===== src/rtl/wdog_pkg.sv =====
package wdog_pkg;
  typedef struct packed {
    logic restart;
    logic dis;
  } wdog_cmd_t;
endpackage


===== src/rtl/wdog_counter.sv =====
module wdog_counter #(
  parameter int CNT_W = 16
) (
  input  logic clk_i,
  input  logic rst_ni,
  output logic ovf_o
);
  localparam logic [CNT_W-1:0] CntMax = {CNT_W{1'b1}};

  logic [CNT_W-1:0] cnt_q;

  always_ff @(posedge clk_i or negedge rst_ni) begin
    if (!rst_ni) cnt_q <= '0;
    else         cnt_q <= cnt_q + 1'b1;
  end

  assign ovf_o = (cnt_q == CntMax);

  assert_wrap_to_zero_R1: assert property (@(posedge clk_i) disable iff (!rst_ni)
    ovf_o |=> (cnt_q == '0));
endmodule


===== src/rtl/wdog_enable.sv =====
module wdog_enable
  import wdog_pkg::*;
(
  input  logic      clk_i,
  input  logic      rst_ni,
  input  logic      ram_backup_i,
  input  wdog_cmd_t cmd_i,
  output logic      wef_o
);
  logic armed_q;
  logic wef_q;
  logic seq_done;

  // sequence completes only on a lone restart right after a disable
  assign seq_done = armed_q & cmd_i.restart & ~cmd_i.dis;

  always_ff @(posedge clk_i or negedge rst_ni) begin
    if (!rst_ni) begin
      armed_q <= 1'b0;
      wef_q   <= 1'b1;
    end else begin
      armed_q <= cmd_i.dis & ~cmd_i.restart;
      if (ram_backup_i)  wef_q <= 1'b1;
      else if (seq_done) wef_q <= 1'b0;
    end
  end

  assign wef_o = wef_q;

  assert_clear_needs_seq_R7: assert property (@(posedge clk_i) disable iff (!rst_ni)
    $fell(wef_q) |-> ($past(armed_q) && $past(cmd_i.restart)));
  assert_backup_sets_en_R9: assert property (@(posedge clk_i) disable iff (!rst_ni)
    ram_backup_i |=> wef_q);
endmodule


===== src/rtl/wdog_flags.sv =====
module wdog_flags (
  input  logic clk_i,
  input  logic rst_ni,
  input  logic ovf_i,
  input  logic restart_i,
  input  logic wef_i,
  output logic fire_o,
  output logic skip_o
);
  logic wdf1_q, wdf2_q;
  logic fire_q, skip_q;
  logic rs_hit;

  assign rs_hit = restart_i & wdf1_q;

  always_ff @(posedge clk_i or negedge rst_ni) begin
    if (!rst_ni) begin
      wdf1_q <= 1'b0;
      wdf2_q <= 1'b0;
      fire_q <= 1'b0;
      skip_q <= 1'b0;
    end else begin
      skip_q <= rs_hit;
      fire_q <= ovf_i & wdf1_q & ~restart_i & wef_i;
      if (rs_hit) begin
        wdf1_q <= 1'b0;
      end else if (ovf_i) begin
        if (!wdf1_q) begin
          wdf1_q <= 1'b1;
        end else if (wef_i) begin
          wdf1_q <= 1'b0;
          wdf2_q <= 1'b0;
        end else begin
          wdf2_q <= 1'b1;
        end
      end
    end
  end

  assign fire_o = fire_q;
  assign skip_o = skip_q;

  assert_fire_needs_en_R3: assert property (@(posedge clk_i) disable iff (!rst_ni)
    fire_q |-> $past(wef_i));
  assert_fire_clears_flags_R3: assert property (@(posedge clk_i) disable iff (!rst_ni)
    fire_q |-> (!wdf1_q && !wdf2_q));
  assert_skip_needs_flag_R4: assert property (@(posedge clk_i) disable iff (!rst_ni)
    skip_q |-> ($past(wdf1_q) && $past(restart_i)));
  assert_no_fire_on_restart_R6: assert property (@(posedge clk_i) disable iff (!rst_ni)
    restart_i |=> !fire_q);
endmodule


===== src/rtl/wdog_guard.sv =====
module wdog_guard
  import wdog_pkg::*;
#(
  parameter int CNT_W = 16
) (
  input  logic clk_i,
  input  logic rst_ni,
  input  logic ram_backup_i,
  input  logic restart_i,
  input  logic disable_i,
  output logic wdt_reset_o,
  output logic skip_o
);
  wdog_cmd_t cmd;
  logic      ovf;
  logic      wef;

  assign cmd.restart = restart_i;
  assign cmd.dis     = disable_i;

  wdog_counter #(.CNT_W(CNT_W)) u_counter (
    .clk_i (clk_i),
    .rst_ni(rst_ni),
    .ovf_o (ovf)
  );

  wdog_enable u_enable (
    .clk_i       (clk_i),
    .rst_ni      (rst_ni),
    .ram_backup_i(ram_backup_i),
    .cmd_i       (cmd),
    .wef_o       (wef)
  );

  wdog_flags u_flags (
    .clk_i    (clk_i),
    .rst_ni   (rst_ni),
    .ovf_i    (ovf),
    .restart_i(restart_i),
    .wef_i    (wef),
    .fire_o   (wdt_reset_o),
    .skip_o   (skip_o)
  );

  assert_reset_pulse_R3: assert property (@(posedge clk_i) disable iff (!rst_ni)
    wdt_reset_o |=> !wdt_reset_o);
  assert_skip_pulse_R4: assert property (@(posedge clk_i) disable iff (!rst_ni)
    skip_o |=> !skip_o);
  always_comb begin
    if (!rst_ni) assert_reset_idle_R10: assert (!wdt_reset_o && !skip_o);
  end
endmodule


===== config.mk =====
export PLATFORM = sky130hd
export DESIGN_NAME = wdog_guard
export DESIGN_NICKNAME = d
export VERILOG_FILES = /design/src/rtl/wdog_pkg.sv /design/src/rtl/wdog_counter.sv /design/src/rtl/wdog_enable.sv /design/src/rtl/wdog_flags.sv /design/src/rtl/wdog_guard.sv
export SDC_FILE = /design/constraint.sdc
export NUM_CORES = 1
export LEC_CHECK = 0
export ABC_AREA = 0
export ABC_CLOCK_PERIOD_IN_PS = 1650
export BUFFER_PORTS_ARGS = -buffer_cell sky130_fd_sc_hd__buf_2
export CAP_MARGIN = 20
export CORE_MARGIN = 4
export CORE_UTILIZATION = 50
export DETAILED_ROUTE_END_ITERATION = 8
export GPL_TIMING_DRIVEN = 0
export PLACE_DENSITY = 0.68
export SYNTH_ARGS = -nofsm -noshare
export SYNTH_HDL_FRONTEND = slang
export SYNTH_SLANG_ARGS = --single-unit
export TNS_END_PERCENT = 10

===== constraint.sdc =====
create_clock -name clk_i -period 1.65 [get_ports clk_i]
set_input_delay 0.165 -clock clk_i [delete_from_list [all_inputs] [get_ports clk_i]]
set_output_delay 0.165 -clock clk_i [all_outputs]
set_load 0.01 [all_outputs]

Word-level counts from Yosys, hierarchy flattened
Index checks and enable logic that the tools add are counted.
{"block": "classes", "add_sub_neg": 1, "multipliers": 0, "n_div": 0, "magnitude_cmp": 0, "n_eq_ne": 1, "shift": 0, "mux": 6, "bitwise": 9, "n_reduce_logical": 2}
{"operator": "adder 16 x 1 -> 16 bit (second input constant)", "count": 1}
{"operator": "equality test 16 bit (second input constant)", "count": 1}
{"operator": "bitwise AND 1 bit", "count": 7}
{"operator": "two-way mux 1 bit", "count": 6}
{"operator": "nonzero test 2 bit", "count": 2}
{"operator": "inverter 1 bit", "count": 2}
{"block": "totals", "reg_bits": 21, "latch_bits": 0, "mem_bits_rw": 0, "mem_bits_ro": 0, "inputBits": 5, "output_inout_bits": 2, "memories": 0}

Depth between registers and ports, before layout
Gate-level depths: netlist (run 1).
{"block": "logic_depth", "depth_word": 4, "ltp_mapped": 5, "mapped_depth_nobuf": 5}

Cells and area by module
From an unflattened synthesis (run 1), not the netlist that was laid out.
{"block": "unflattened", "hier_cells": 68, "hier_area_um2": 855.8}
{"mod": "wdog_counter", "n_inst": 1, "cells_each": 56, "area_per_inst_um2": 675.6, "seq_area_each_um2": 400.4}
{"mod": "wdog_flags", "n_inst": 1, "cells_each": 7, "area_per_inst_um2": 107.6, "seq_area_each_um2": 75.1}
{"mod": "wdog_enable", "n_inst": 1, "cells_each": 5, "area_per_inst_um2": 72.6, "seq_area_each_um2": 51.3}

Worst setup path before layout (run 1)
Ideal clock, no wire load.
{"block": "synth_timing", "path_type": "reg2reg", "startpoint": "reg u_counter.cnt_q[0]", "endpoint": "reg u_flags.wdf1_q", "setup_ns": 0.083, "arrival_time_ns": 1.393, "required_time_ns": 1.567, "setup_slack_ns": 0.174, "stages_incl_launch_ff": 6, "synth_period_minus_slack_ns": 1.476, "path_cell_list": "dfrtp_1 -> ha_1 -> and4_4 -> nand2b_4 -> or4_1 -> o21ai_0"}
{"block": "synth_via", "elab_chain_cells": 2}
{"element": "from (decl)", "line_no": "wdog_counter.sv:10", "rtl": "logic [CNT_W-1:0] cnt_q;"}
{"element": "from (signal assigned)", "line_no": "wdog_counter.sv:14", "rtl": "else cnt_q <= cnt_q + 1'b1;"}
{"element": "equality test 16 bit", "line_no": "wdog_counter.sv:17", "rtl": "assign ovf_o = (cnt_q == CntMax);"}
{"element": "nonzero test 2 bit (no source line)"}
{"element": "to (signal assigned)", "line_no": "wdog_flags.sv:18", "rtl": "wdf1_q <= 1'b0;"}
{"element": "to (signal assigned)", "line_no": "wdog_flags.sv:26", "rtl": "wdf1_q <= 1'b0;"}
{"element": "to (signal assigned)", "line_no": "wdog_flags.sv:29", "rtl": "wdf1_q <= 1'b1;"}
{"element": "to (decl)", "line_no": "wdog_flags.sv:10", "rtl": "logic wdf1_q, wdf2_q;"}
Every way passes these cells.
A chain may end at the register's enable or synchronous reset.

Worst setup path after layout (run 1)
Same ends and word-level chain as after synthesis.

==> out/summary.log, run 1 <==
[status] run status completed
[cts] maximum number of buffers from clock root to sink 2
[floorplanning] I/O pin cnt 7
[power] VDD IR-drop max 545 uV
[critical_path] CP bufs+invs 0
[floorplanning] core outline area 1580 sq um
[power] leakage power 0.469 nW
[sta] crit share post-route 95.9%
[cts] Clk Latency, worst-skew pair 310 ps
[route] Avg Vias per Cell 5.25
[critical_path] kind of cell with the highest combined delay on the critical path simple AND/OR/NAND/NOR gates
[synth] xor-xnor portion of the synthesized cell area 14.2%
[route] Routed met3 length 58 um
[final_layout] antenna cell count 0
[sta] setup repair after global routing missed its margin true
[global_route] largest net degree at the start of global routing 22
[synth] number of cells produced by synthesis 73
[final_layout] fraction of final layout cells with drive strength greater than 1 18.6%
[synth] count of state elements after synthesis 21
[route] detailed-route wire length 1270 um
[route] total via count after detailed routing 536
[placement] number of input and output port buffers inserted 6
[final_layout] post-synthesis to final-layout area growth 12.2%
[route] wire per inst 12.5 um
[critical_path] largest stage delay on the critical path 460 ps
[global_route] overall global routing resource usage 12.6%
[synth] warnings from Yosys 0
[sta] maximum clock rate 632 MHz
[power] Internal Dissipation 0.615 mW
[critical_path] reg-to-reg setup timing slack 70 ps
[floorplanning] die extent in x 49.6 um
[synth] combinational family with the most area after synthesis simple AND/OR/NAND/NOR gates
[cts] Clock Pin Slew Worst Setup and Hold Paths 120 ps
[placement] post-detail-place hpwl 887 um
[synth] number of distinct standard cells referenced by the synthesized netlist 21
[floorplanning] Die Area 2460 sq um
[route] Pre-Repair DR Iteration Count 4
[synth] area fraction in compound gates after synthesis 1.16%
[power] total power draw 0.778 mW
[floorplanning] Starting Density 54.8%
[critical_path] CP startpoint kind register
[floorplanning] std cell rows 14
[cts] TritonCTS clock tree done
[synth] sequential element share of the synthesized area 61.0%
[synth] portion of synthesized cell area occupied by the leading cell type 58.0%
[global_route] number of antenna violations at the first check in global routing 0
[critical_path] Critical Path Slowest Stage Cell sky130_fd_sc_hd__or4_1
[sta] headroom to the max-slew limit 65.0%
[global_route] number of global-route vias before repair 532
[synth] Avg Synthesized Cell Area 11.8 sq um
[min_path] Hold Crit Class primary input to register
[synth] adder-cell area share of the yosys netlist 1.45%
[synth] simple-gate share of the synthesized area 21.3%
[critical_path] Crit. End Element register
[route] met1 wire length 615 um
[global_route] wire length of the first global-routing pass 2330 um
[power] net switching power 0.163 mW
[sta] Slew @ Worst Pin 522 ps
[final_layout] net count reported at finish 93
[route] post-route ant nets 0
[sta] final-report max-slew violation count 0
[power] proportion of power drawn by the clock network 31.0%
[route] Detailed Route Iter0 Violations 9
[run] max-cap check violation count 0
[cts] number of sinks on the clock net 21
[critical_path] data arrival time of the worst path 1810 ps
[critical_path] CP Cell Sequence ha_2, and4_4, nand2b_4, or4_1, o21ai_1
[sta] final hold vios 0
[synth] cell area after synthesis 863 sq um
[power] switching share of power 21.0%
[synth] top cells by area, synth sky130_fd_sc_hd__dfrtp_1 58%, sky130_fd_sc_hd__xnor2_1 8.1%, sky130_fd_sc_hd__xor2_1 6.1%
[placement] routability congestion estimate from global placement 0.728
[sta] Finish-stage setup viols 0
[placement] post-placement cell area 913 sq um
[cts] Inserted Clock Buffers 3
[floorplanning] height of the chip 49.6 um
[cts] Max H-tree Level 1
[route] DRC viols 0
[route] Routed met2 length 573 um
[final_layout] number of filler instances in the final layout 126
[power] Combinational Power Share 2.5%
[power] Seq pwr share 66.6%
[critical_path] required time of the critical path 1880 ps
[sta] minimum clock period 1580 ps
[power] power density over cell area 803 nW/um^2
[sta] Max Clock Skew 10.1 ps
[synth] post-synthesis mux area share 0%
[critical_path] critical-path maximum fanout 5
[route] Top Metal Used met4
[synth] net count of the mapped netlist 79
[final_layout] finished layout cell area 968 sq um
[synth] cell type with the largest total area after synthesis sky130_fd_sc_hd__dfrtp_1
[critical_path] WS Path Type register to register
[cts] root buffer cell sky130_fd_sc_hd__clkbuf_4
[global_route] total global routing overflow 0
per-layer routing:
layer / vias to the layer above / global-route usage [%]
met5: - / 0
met4: 0 / 4.15
met3: 5 / 6.33
met2: 9 / 19.6
met1: 250 / 15.0
li1: 272 / -
flip-flops by register name (all words and copies together) (netlist names):
signal / flops
u_flags.skip_o: 1
u_enable.armed_q: 1
u_flags.fire_o: 1
u_enable.wef_o: 1
u_counter.cnt_q: 16
u_flags.wdf1_q: 1
through the flow:
step / hold slack [ps] / instances / setup TNS, ps / setup WS, ps / util, %
after floorplan: -131 / 73 / 0 / 174 / -
after global placement: 140 / 95 / 0 / 80.0 / 57.9
after global routing: 4.32 / 102 / -3.91 / -3.91 / 61.4
after detailed placement: 140 / 95 / 0 / 68.3 / 57.9
after CTS: 10.6 / 100 / 0 / 15.3 / 60.3
final: 23.4 / 102 / 0 / 68.3 / 61.4
kinds of logic after synthesis:
logic type	count (synthesis)
DFF	21
xor gates and xnor gates	14
AOI/OAI and AO/OA	2
adders and majority gates	1
and+or+nand+nor	33
buffers and inverters	2
power groups by stage:
stage | logic (mW) | registers [mW] | clock network [mW]
final | 0.0191 | 0.518 | 0.241
after global routing | 0.0227 | 0.518 | 0.280
after CTS | 0.0202 | 0.518 | 0.256
after detailed placement | 0.0184 | 0.528 | 0
after global placement | 0.0179 | 0.528 | 0
after floorplan | 0.00280 | 0.528 | 0
cell usage after synthesis (all sizes together):
cell and n:
nand2b 3, dfstp 1, or4 1, dfrtp 20, xor2 6, nand4 3, inv 2, ha 1
xnor2 8, and2 1, nand3 6, nor2b 1, nor4 1, nor2 4, nand2 7, and4 2
nor3 3, and3 1, o21ai 2
placed cells by master (no fill, tap or decap), drive strengths merged, types with 2 or more instances in the layout:
| cell type | instances |
|---|---|
| buf | 8 |
| o21ai | 2 |
| inv | 2 |
| nand3 | 6 |
| nand2 | 7 |
| dfrtp | 20 |
| xor2 | 6 |
| xnor2 | 8 |
| nand4 | 3 |
| nor2 | 4 |
| nor3 | 3 |
| and4 | 2 |
| nand2b | 3 |
| clkbuf | 3 |
final timing paths:
check | depth (start not counted) | from | end
hold reg to reg | 1 | u_counter.cnt_q[15] | u_counter.cnt_q[15]
max in group asynchronous | 2 | rst_ni | u_enable.wef_o
min in group asynchronous | 2 | rst_ni | u_counter.cnt_q[10]
setup reg to reg | 5 | u_counter.cnt_q[0] | u_flags.wdf1_q
hold / removal | 2 | restart_i | u_enable.armed_q
setup / recovery | 5 | u_counter.cnt_q[0] | u_flags.wdf1_q
layout make-up:
class	count	area [sq um]	share of cell area, %
sequential	21	527	54.4
multi-input combinational	50	332	34.2
timing repair buffer	9	55.1	5.68
clock buffer	3	22.5	2.33
tap	16	20.0	2.07
inverter	2	7.51	0.775
clock inverter	1	5.00	0.517
timing repair:
action | in CTS | in global routing
buffers inserted | 0 | 2
gates resized for setup | 0 | 2
endpoints found under the setup margin | 0 | 1
hold endpoints to repair | 20 | 0
hold buffers | 1 | 0
(Power assumes the default switching activity.)
==> inputs of run 2 (changes only) <==
--- a/config.mk
+++ b/config.mk
@@ -11,6 +11,7 @@
 export CAP_MARGIN = 20
 export CORE_MARGIN = 4
 export CORE_UTILIZATION = 50
+export CTS_BUF_LIST = sky130_fd_sc_hd__clkbuf_2
 export DETAILED_ROUTE_END_ITERATION = 8
 export GPL_TIMING_DRIVEN = 0
 export PLACE_DENSITY = 0.68
==> out/summary.log, run 2 (synthesis results as in run 1) <==
[final_layout] register containing the most flip-flops in the final layout u_counter.cnt_q
[floorplanning] I/O pin cnt 7 [unchanged]
[sta] final-report max-slew violation count 0 [unchanged]
[floorplanning] die extent in x 49.6 um [unchanged]
[cts] root buffer cell sky130_fd_sc_hd__clkbuf_2
[cts] Clk Latency, worst-skew pair 320 ps [about the same]
[sta] final hold vios 0 [unchanged]
[route] wire per inst 12.6 um [+0.85%]
[final_layout] commonest non-fill, non-tap cells in the layout 20 x sky130_fd_sc_hd__dfrtp_1, 8 x sky130_fd_sc_hd__xnor2_1, 7 x sky130_fd_sc_hd__nand2_1
[global_route] overall global routing resource usage 12.5% [-0.064 points]
[floorplanning] std cell rows 14 [unchanged]
[global_route] number of global-route vias before repair 525 [-1.3%]
[floorplanning] Starting Density 54.8% [unchanged]
[sta] maximum clock rate 629 MHz [-0.48%]
[placement] post-detail-place hpwl 887 um [unchanged]
[cts] maximum number of buffers from clock root to sink 2 [unchanged]
[placement] instance count after placement with tap cells included 95 [unchanged]
[final_layout] post-synthesis to final-layout area growth 13.6%
[route] total via count after detailed routing 550 [+2.6%]
[global_route] largest net degree at the start of global routing 22 [unchanged]
[floorplanning] core outline area 1580 sq um [unchanged]
[cts] number of sinks on the clock net 21 [unchanged]
[cts] TritonCTS clock tree done
[status] run status completed
[global_route] total global routing overflow 0 [unchanged]
[final_layout] antenna cell count 0 [unchanged]
[power] power density over cell area 761 nW/um^2 [-5.3%]
[placement] number of input and output port buffers inserted 6 [unchanged]
[critical_path] data arrival time of the worst path 1840 ps [+30 ps]
[placement] routability congestion estimate from global placement 0.728 [unchanged]
[critical_path] required time of the critical path 1900 ps [+20 ps]
[final_layout] most frequent standard cell in the layout excluding fill and tap cells sky130_fd_sc_hd__dfrtp_1
[sta] worst hold margin 55.4 ps [+32.0 ps]
[final_layout] Post-Route Utilization 62.2% [+0.79 points]
[route] Pre-Repair DR Iteration Count 4 [unchanged]
[min_path] hold path depth 2 [unchanged]
[critical_path] WS Path Type register to register
[global_route] wire length of the first global-routing pass 2310 um [-0.60%]
[final_layout] number of standard cells in the final layout excluding fillers 104 [+2.0%]
[sta] Slew @ Worst Pin 522 ps [+0.0249 ps]
[critical_path] CP startpoint kind register
[sta] Finish-stage setup viols 0 [unchanged]
[global_route] number of antenna violations at the first check in global routing 0 [unchanged]
[route] post-route ant nets 0 [unchanged]
[critical_path] FF-to-FF path depth 5 [unchanged]
[critical_path] start of the worst register-to-register path u_counter.cnt_q[1]
[route] Detailed Route Iter0 Violations 13 [+4]
[run] max-cap check violation count 0 [unchanged]
[final_layout] combined area of the multi-input logic cells 332 sq um [unchanged]
[final_layout] net count reported at finish 95 [+2.2%]
[route] Avg Vias per Cell 5.29 [+0.64%]
[floorplanning] height of the chip 49.6 um [unchanged]
[cts] Clock Pin Slew Worst Setup and Hold Paths 190 ps [+70 ps]
[critical_path] Reg2Reg Capture Point u_flags.wdf1_q
[final_layout] flip-flop count of the largest register after layout 16 [unchanged]
[power] leakage power 0.476 nW [+1.4%]
[critical_path] Crit. End Element register
[cts] Max H-tree Level 1 [unchanged]
[final_layout] fraction of final layout cells with drive strength greater than 1 18.2% [-0.42 points]
[final_layout] Seq. cell area 527 sq um [unchanged]
[sta] accumulated negative setup slack 0 ps [unchanged]
[critical_path] reg-to-reg setup timing slack 60 ps [about the same]
[sta] crit share post-route 96.3% [+0.46 points]
[sta] setup repair after global routing missed its margin true
[sta] minimum clock period 1590 ps [+7.57 ps]
[min_path] Hold Crit Class primary input to register
[min_path] end point of the worst hold path u_enable.armed_q
[floorplanning] Die Area 2460 sq um [unchanged]
[sta] Max Clock Skew 16.3 ps [+6.19 ps]
[cts] Inserted Clock Buffers 3 [unchanged]
[route] detailed-route wire length 1310 um [+2.8%]
[power] VDD IR-drop max 501 uV [-8.1%]
[sta] headroom to the max-slew limit 65.0% [about the same]
[final_layout] number of filler instances in the final layout 122 [-3.2%]
[min_path] hold path start disable_i
[critical_path] critical-path maximum fanout 5 [unchanged]
[route] DRC viols 0 [unchanged]
## run 2: cell types whose count changed in the layout (fill, tap and decap cells not counted), sizes merged
cell,change
dlygate4sd3,+2
## run 2: critical path, stage by stage, from the launching register on
cell and delay (ps):
sky130_fd_sc_hd__dfrtp_1 420, sky130_fd_sc_hd__ha_2 210, sky130_fd_sc_hd__and4_4 260, sky130_fd_sc_hd__nand2b_4 80
sky130_fd_sc_hd__or4_1 460, sky130_fd_sc_hd__o21ai_0 80
## run 2: final cells by class
type | count | area share, %
Clock buffer | 3 | 1.53
Inverter | 2 | 0.765
Sequential cell | 21 | 53.7
Multi-Input combinational cell | 50 | 33.8
Timing Repair Buffer | 11 | 7.65
Clock inverter | 1 | 0.510
Tap cell | 16 | 2.04
## run 2: metrics by stage
stage	power, mW	area, sq um	setup slack [ps]
detailed placement	0.546	913	68.3
global route	0.789	981	-37.3
floorplan	0.530	863	174
global placement	0.546	913	80.0
finish	0.746	981	60.7
CTS	0.760	961	27.6
## run 2: timing repair
action                                  in CTS  in global routing
hold endpoints to repair                    21                  1
resized for setup                            0                  1
gates cloned                                 0                  0
endpoints found under the setup margin       1                  1
buffers inserted                             1                  1
hold buffers                                 2                  1
## run 2: routing by layer
layer	part of all wire, %	GRT usage, %	wire length (um)	vias up
met5	0	0	0	-
met2	47	20.0	613	11
met4	0.46	2.76	6	0
li1	-	-	-	278
met1	48	15.0	626	258
met3	4.9	6.33	64	3
## run 2: worst max path at each step
stage	startpoint	end	cells past startpoint
floorplan	u_counter.cnt_q[0]	u_flags.wdf1_q	5
global placement	u_counter.cnt_q[0]	u_flags.wdf1_q	5
detailed placement	u_counter.cnt_q[0]	u_flags.wdf1_q	5
CTS	u_counter.cnt_q[1]	u_flags.wdf1_q	5
global route	u_counter.cnt_q[1]	u_flags.wdf1_q	5
finish	u_counter.cnt_q[1]	u_flags.wdf1_q	5
## run 2: report_power, final
group	switching (mW)	internal [mW]	total, mW
registers	0.000717	0.518	0.519
clock network	0.150	0.0549	0.205
logic	0.0128	0.00992	0.0227
